## src/rtl/cmd_frame_pkg.sv

```systemverilog
package cmd_frame_pkg;

    localparam int FRAME_BYTES = 8;
    localparam int BYTE_W      = 8;
    localparam int WORD_W      = 32;
    localparam int SEL_W       = 2;
    localparam int WORD_BYTES  = WORD_W / BYTE_W;
    localparam int ADDR_POS    = 2;
    localparam int DATA_POS    = ADDR_POS + 1;

    localparam logic [BYTE_W-1:0] MARK_FIRST  = 8'h55;
    localparam logic [BYTE_W-1:0] MARK_SECOND = 8'hA5;
    localparam logic [BYTE_W-1:0] MARK_LAST   = 8'hF0;

    localparam logic [BYTE_W-1:0] ADDR_RESTART = 8'd0;
    localparam logic [BYTE_W-1:0] ADDR_CHAN    = 8'd1;
    localparam logic [BYTE_W-1:0] ADDR_COUNT   = 8'd2;
    localparam logic [BYTE_W-1:0] ADDR_RATE    = 8'd3;

    typedef logic [BYTE_W-1:0] byte_t;
    // index 0 holds the oldest byte of the window
    typedef logic [FRAME_BYTES-1:0][BYTE_W-1:0] window_t;

    typedef struct packed {
        byte_t             addr;
        logic [WORD_W-1:0] data;
    } cmd_t;

    typedef struct packed {
        logic [SEL_W-1:0]  chan;
        logic [WORD_W-1:0] count;
        logic [WORD_W-1:0] rate;
    } cfg_t;

    function automatic logic markers_ok(input window_t w);
        return (w[0] == MARK_FIRST) && (w[1] == MARK_SECOND) &&
               (w[FRAME_BYTES-1] == MARK_LAST);
    endfunction

    function automatic cmd_t extract_cmd(input window_t w);
        cmd_t c;
        c.addr = w[ADDR_POS];
        c.data = '0;
        for (int i = 0; i < WORD_BYTES; i++) begin
            c.data = {c.data[WORD_W-BYTE_W-1:0], w[DATA_POS+i]};
        end
        return c;
    endfunction

endpackage

```

## src/rtl/cmd_byte_window.sv

```systemverilog
module cmd_byte_window
    import cmd_frame_pkg::*;
(
    input  logic    clk,
    input  logic    rst,
    input  logic    byte_vld,
    input  byte_t   byte_data,
    output window_t win_next
);

    window_t win_q;
    window_t shifted;

    generate
        for (genvar g = 0; g < FRAME_BYTES - 1; g++) begin : g_shift
            assign shifted[g] = win_q[g+1];
        end
    endgenerate
    assign shifted[FRAME_BYTES-1] = byte_data;

    assign win_next = byte_vld ? shifted : win_q;

    always_ff @(posedge clk) begin
        if (rst) begin
            win_q <= '0;
        end else begin
            win_q <= win_next;
        end
    end

endmodule

```

## src/rtl/cmd_frame_check.sv

```systemverilog
module cmd_frame_check
    import cmd_frame_pkg::*;
(
    input  logic    clk,
    input  logic    rst,
    input  logic    frame_end,
    input  window_t win,
    output logic    cmd_vld,
    output cmd_t    cmd
);

    always_ff @(posedge clk) begin
        if (rst) begin
            cmd_vld <= 1'b0;
            cmd     <= '0;
        end else if (frame_end && markers_ok(win)) begin
            cmd_vld <= 1'b1;
            cmd     <= extract_cmd(win);
        end else begin
            cmd_vld <= 1'b0;
        end
    end

endmodule

```

## src/rtl/cmd_reg_bank.sv

```systemverilog
module cmd_reg_bank
    import cmd_frame_pkg::*;
(
    input  logic clk,
    input  logic rst,
    input  logic cmd_vld,
    input  cmd_t cmd,
    output logic restart,
    output cfg_t cfg
);

    always_ff @(posedge clk) begin
        if (rst) begin
            restart <= 1'b0;
            cfg     <= '0;
        end else if (cmd_vld) begin
            unique case (cmd.addr)
                ADDR_RESTART: restart   <= 1'b1;
                ADDR_CHAN:    cfg.chan  <= cmd.data[SEL_W-1:0];
                ADDR_COUNT:   cfg.count <= cmd.data;
                ADDR_RATE:    cfg.rate  <= cmd.data;
                default:      ;
            endcase
        end else begin
            restart <= 1'b0;
        end
    end

endmodule

```

## src/rtl/cmd_frame_decoder.sv

```systemverilog
module cmd_frame_decoder
    import cmd_frame_pkg::*;
(
    input  logic        clk,
    input  logic        rst,
    input  logic        byte_vld,
    input  logic [7:0]  byte_data,
    input  logic        frame_end,
    output logic        cmd_accept,
    output logic        restart_req,
    output logic [1:0]  chan_sel,
    output logic [31:0] sample_count,
    output logic [31:0] rate_div
);

    window_t win_next;
    cmd_t    cmd;
    cfg_t    cfg;

    cmd_byte_window u_window (
        .clk       (clk),
        .rst       (rst),
        .byte_vld  (byte_vld),
        .byte_data (byte_data),
        .win_next  (win_next)
    );

    cmd_frame_check u_check (
        .clk       (clk),
        .rst       (rst),
        .frame_end (frame_end),
        .win       (win_next),
        .cmd_vld   (cmd_accept),
        .cmd       (cmd)
    );

    cmd_reg_bank u_regs (
        .clk     (clk),
        .rst     (rst),
        .cmd_vld (cmd_accept),
        .cmd     (cmd),
        .restart (restart_req),
        .cfg     (cfg)
    );

    assign chan_sel     = cfg.chan;
    assign sample_count = cfg.count;
    assign rate_div     = cfg.rate;

endmodule

```

## config.mk

```make
export PLATFORM = sky130hd
export DESIGN_NAME = cmd_frame_decoder
export DESIGN_NICKNAME = d
export VERILOG_FILES = /design/src/rtl/cmd_frame_pkg.sv /design/src/rtl/cmd_byte_window.sv /design/src/rtl/cmd_frame_check.sv /design/src/rtl/cmd_reg_bank.sv /design/src/rtl/cmd_frame_decoder.sv
export SDC_FILE = /design/constraint.sdc
export NUM_CORES = 1
export LEC_CHECK = 0
export BUFFER_PORTS_ARGS = -buffer_cell sky130_fd_sc_hd__buf_2
export CORE_AREA = 2 2 129 131
export CTS_CLUSTER_SIZE = 8
export DETAILED_ROUTE_END_ITERATION = 16
export DIE_AREA = 0 0 131 133
export SETUP_SLACK_MARGIN = 0.1
export SLEW_MARGIN = 20
export SYNTH_ARGS = -nofsm -noshare
export SYNTH_HDL_FRONTEND = slang
export SYNTH_SLANG_ARGS = --single-unit
```

## constraint.sdc

```tcl
create_clock -name clk -period 2.2 [get_ports clk]
set_input_delay 0.11 -clock clk [delete_from_list [all_inputs] [get_ports clk]]
set_output_delay 0.11 -clock clk [all_outputs]
set_load 0.02 [all_outputs]
```

# Word level (Yosys, flattened, before mapping)
# Index checks and enable logic that the tools add are counted.
# word_totals
reg_bits	172
out_inout_bits	68
wordCells	32
# classes
eq_ne	6
n_mux	2
n_bitwise	1
n_reduce_logical	8
# ops
operator	n
$mux W64	1
$eq A8 B2 Y1 const B	2
$eq A8 B8 Y1 const B	2
$eq A8 B1 Y1 const B	1
$eq A8 B7 Y1 const B	1
$logic_not A8 Y1	1
$reduce_and A2 Y1	3
$logic_and A1 B1 Y1	3
$reduce_or A2 Y1	1
$mux W1	1
$not A1 Y1	1

# Depth between registers and ports, before layout
# depth
depth_word	6
ltp_mapped	8

# Hierarchy
# Synthesis repeated with hierarchy kept, for this count alone.
# hier_totals
hier_cells	647
hier_area_um2	7480.9
# by_module_without_submodules
module	n_inst	cells_each	area_per_inst_um2
cmd_reg_bank	1	257	2841.5
cmd_byte_window	1	206	2732.6
cmd_frame_check	1	184	1906.8

# Least setup slack after synthesis
# No wires, ideal clock.
# synth_path
path_type	flip-flop to flip-flop
startpoint	register u_window.win_q (netlist bit u_window.shifted[3])
endpoint	register, netlist name u_check.cmd[0]
setup_time_ps	121
arrival_ps	1948
slack_ps	131
path_stages_with_launch	7
period_less_slack_ps	2069
path_cell_list	dfxtp_1 or4b_1 nor3_1 a31oi_1 nor4b_4 buf_6 mux2_2
# synth_via
elab_chain_cells	5
# synth_rtl
item	line_no	text
from (decl)	cmd_byte_window.sv:11	window_t win_q;
from (signal assigned)	cmd_byte_window.sv:27	win_q <= win_next;
$mux W64 *	cmd_byte_window.sv:21	assign win_next = byte_vld ? shifted : win_q;
$eq A8 B7 Y1 or $eq A8 B8 Y1 (tied branches)	cmd_frame_pkg.sv:36	return (w[0] == MARK_FIRST) && (w[1] == MARK_SECOND) &&
$logic_and A1 B1 Y1 * (2 in series)	cmd_frame_pkg.sv:36	
$logic_and A1 B1 Y1 *	cmd_frame_check.sv:16	end else if (frame_end && markers_ok(win)) begin
# Every way passes the cells marked *; elsewhere a longest branch is shown, timed or not.
# A chain may end at the register's enable or synchronous reset.

# Worst setup path after layout
# layout_path
startpoint	register u_window.win_q (netlist bit u_window.shifted[1])
endpoint	register, netlist name u_check.cmd[1]
# layout_via
elab_chain_cells	5
# layout_rtl
item	line_no
$mux W64 *	cmd_byte_window.sv:21
$eq A8 B7 Y1 or $eq A8 B8 Y1 (tied branches)	cmd_frame_pkg.sv:36
$logic_and A1 B1 Y1 * (2 in series)	cmd_frame_pkg.sv:36
$logic_and A1 B1 Y1 *	cmd_frame_check.sv:16
# Marks and branches as above.

==> results.ini <==
[synthesis]
yosysWarnings = 0
synthArstFlopShare_pct = 0
synth_top_cell_area_share_pct = 54.4
synth_top_cell_by_area = dfxtp_1
synth.avg_cell_area_um2 = 9.55
synth-edff-count = 0
syn_nets = 675
synth_area_um2 = 6330
ys_seq_area_share_pct = 54.4
synthFlopType = dfxtp_1
ys_top_cells_by_count = dfxtp_1 (172), nand2_1 (133), a21oi_1 (68), nor2_1 (68), mux2i_1 (63)
ys_ff_latch = 172
yosys.cell_count.top_type = dfxtp_1
synth_cell_types = 32
synth_area_leaders = dfxtp_1 (54%), mux2i_1 (10%), nand2_1 (7.9%)
synthesis.instances = 663

[critical_path]
crit_path_end_kind = flop
worstPathArrival_ns = 2.50
reg2reg_slack_ns = 0.008
r2r_cells = 7
required_ns = 2.51
r2r-end = u_check.cmd[1]
crit_type = reg2reg
cp_max_fo = 6
start_kind = flop
reg2reg_from = u_window.shifted[1]

[clocking]
cts_inserted_buffers = 17
clockRootBuffer = clkbuf_16
clk_latency_ns = 0.42
clock-sinks = 172
clkTransAtPathRegs_ns = 0.06
clock_path_buffers = 2
htreeDepth = 4
cts_tree = yes

[timing]
worstMarginPinSlew_ns = 0.436
post-route-min-period_ns = 2.19
rsz0062_at_grt = true
timing.hold.ws_ns = 0.0803
setup_viol = 0
drv_slew = 0
finClkSkew_ns = 0.00894
fmax_ghz = 0.456
slew_headroom_pct = 70.9
min_period_over_period_pct = 99.6
hold_viol_final = 0

[die]
die_height_um = 133
fp.dieW_um = 131
start_util_pct = 39.2
io_pins = 80
die_area_um2 = 17400
core_area_um2 = 16200
num_rows = 47

[detailed_routing]
drtIter0Drc = 264
drc = 0
post_drt_wl_per_cell_um = 15.2
viasPerCell = 4.87
routed_wirelength_mm = 14.9
vias = 4775
firstDrtPassIters = 4
detail-route-antenna-nets = 0

[power_and_ir_drop]
p_total_mw = 6.21
peakVddDrop_mv = 0.533
power_density_nw_per_um2 = 786
power_leakage_nw = 3.30

[grt]
grt_pass1_vias = 4693
grt_pass1_wl_mm = 23.8
grtUsageTotal_pct = 17.5
grt_max_degree = 63
antenna_found_initial = 0
grt-ovfl-total = 0

[placement]
placement.io_buffers = 79
hpwl_mm = 9.43
dp.cells = 933
place_congestion = 0.834

[finish]
finish.net_count = 759
instances_no_fill = 980
drive_gt1_share_pct = 23.2
diodes = 0
area_growth_pct = 24.6

[worst_hold_path]
min_path_cells = 3
holdCritStartpoint = byte_vld
hp-class = in2reg
hold_end = u_window.shifted[5]

[run]
drv_cap = 0

[status]
status = completed

## routing by layer
layer	vias to the layer above	share of wire, %	track usage [%]
met1	2308	49	23.9
met4	0	0.91	6.32
met5	-	0	0
met3	10	3.5	3.84
li1	2363	-	-
met2	94	47	27.3
## report_power, final
group	switching, mW	internal, mW	leakage (nW)	total, mW
Sequential	0.0162	3.13	1.39	3.15
Combinational	0.105	0.0712	1.64	0.176
Clock	1.21	1.68	0.271	2.88
## worst max-delay path, cell delays in order (launching register included)
cell     delay, ns
dfxtp_2       0.32
or4b_4        0.54
nor3_4        0.17
a31oi_4       0.06
nor4b_4       0.27
buf_6         0.21
buf_6         0.16
mux2_2        0.33
## layout make-up
type | instances | area (um^2)
clock buffers | 23 | 488
clock inverters | 9 | 87.6
fillers | 1512 | 8280
inverters | 1 | 3.75
multi-input cells | 445 | 2790
flip-flops and latches | 172 | 3440
well taps | 220 | 275
repair buffers | 110 | 806
## kinds of logic after synthesis
group	after synthesis	synth area share, %
AND/OR/NAND/NOR	269	19.3
flip-flops	172	54.4
multiplexers	103	17.1
AO/OA/AOI/OAI	73	5.91
buffers and inverters	46	3.36
## through the flow
step / TNS, ns / util, % / area, um^2 / worst slack [ns]
CTS: 0 / 47.7 / 7720 / 0.0230
finish: 0 / 48.8 / 7890 / 0.00820
global route: -1.83 / 48.8 / 7890 / -0.0675
floorplan: 0 / - / 6330 / 0.131
global placement: 0 / 43.2 / 6990 / 0.0406
detailed placement: 0 / 43.2 / 6990 / 0.0284
## cell usage in the layout (no fill, tap or decap), types with 2 or more instances in the layout
cell type / Yosys / routed
a21oi_1: 68 / 68
and3_1: 2 / 2
buf_12: 0 / 7
buf_2: 8 / 77
buf_4: 0 / 12
buf_6: 4 / 2
clkbuf_1: 30 / 2
clkbuf_16: 0 / 19
clkbuf_8: 0 / 4
clkinv_2: 0 / 2
clkinv_4: 0 / 2
clkinvlp_4: 0 / 4
dfxtp_1: 172 / 171
dlygate4sd3_1: 0 / 9
mux2_1: 2 / 2
mux2_2: 38 / 18
mux2_4: 0 / 20
mux2i_1: 63 / 63
nand2_1: 133 / 133
nand2b_1: 3 / 3
nand3b_1: 3 / 3
nand4b_1: 2 / 2
nor2_1: 68 / 68
nor2b_1: 40 / 40
nor3_1: 4 / 3
nor4_1: 2 / 2
nor4b_1: 4 / 3
## how the worst max path moves through the flow
stage / start / endpoint / slack (ns) / depth (start not counted)
floorplan: u_window.shifted[3] / u_check.cmd[0] / 0.13 / 6
global placement: u_window.shifted[3] / u_check.cmd[17] / 0.04 / 6
detailed placement: u_window.shifted[3] / u_check.cmd[18] / 0.03 / 6
CTS: u_window.shifted[3] / u_check.cmd[18] / 0.02 / 7
global route: u_window.shifted[1] / u_check.cmd[35] / -0.07 / 7
finish: u_window.shifted[1] / u_check.cmd[1] / 0.008 / 7
## flip-flops by register name, indices dropped and copies added (netlist names)
name              count
u_regs.cfg           66
u_window.shifted     56
u_check.cmd          40
u_window.win_q        8
u_check.cmd_vld       1
u_regs.restart        1
## what timing repair did
item / 4_1_cts / 5_1_grt
hold buffers: 9 / 0
pin swaps: 2 / 3
setup endpoints to repair: 40 / 40
gates resized for setup: 5 / 27
hold endpoints to repair: 9 / 0
setup buffers: 1 / 0
cloned: 2 / 3
Power figures use the tool's default switching activity.
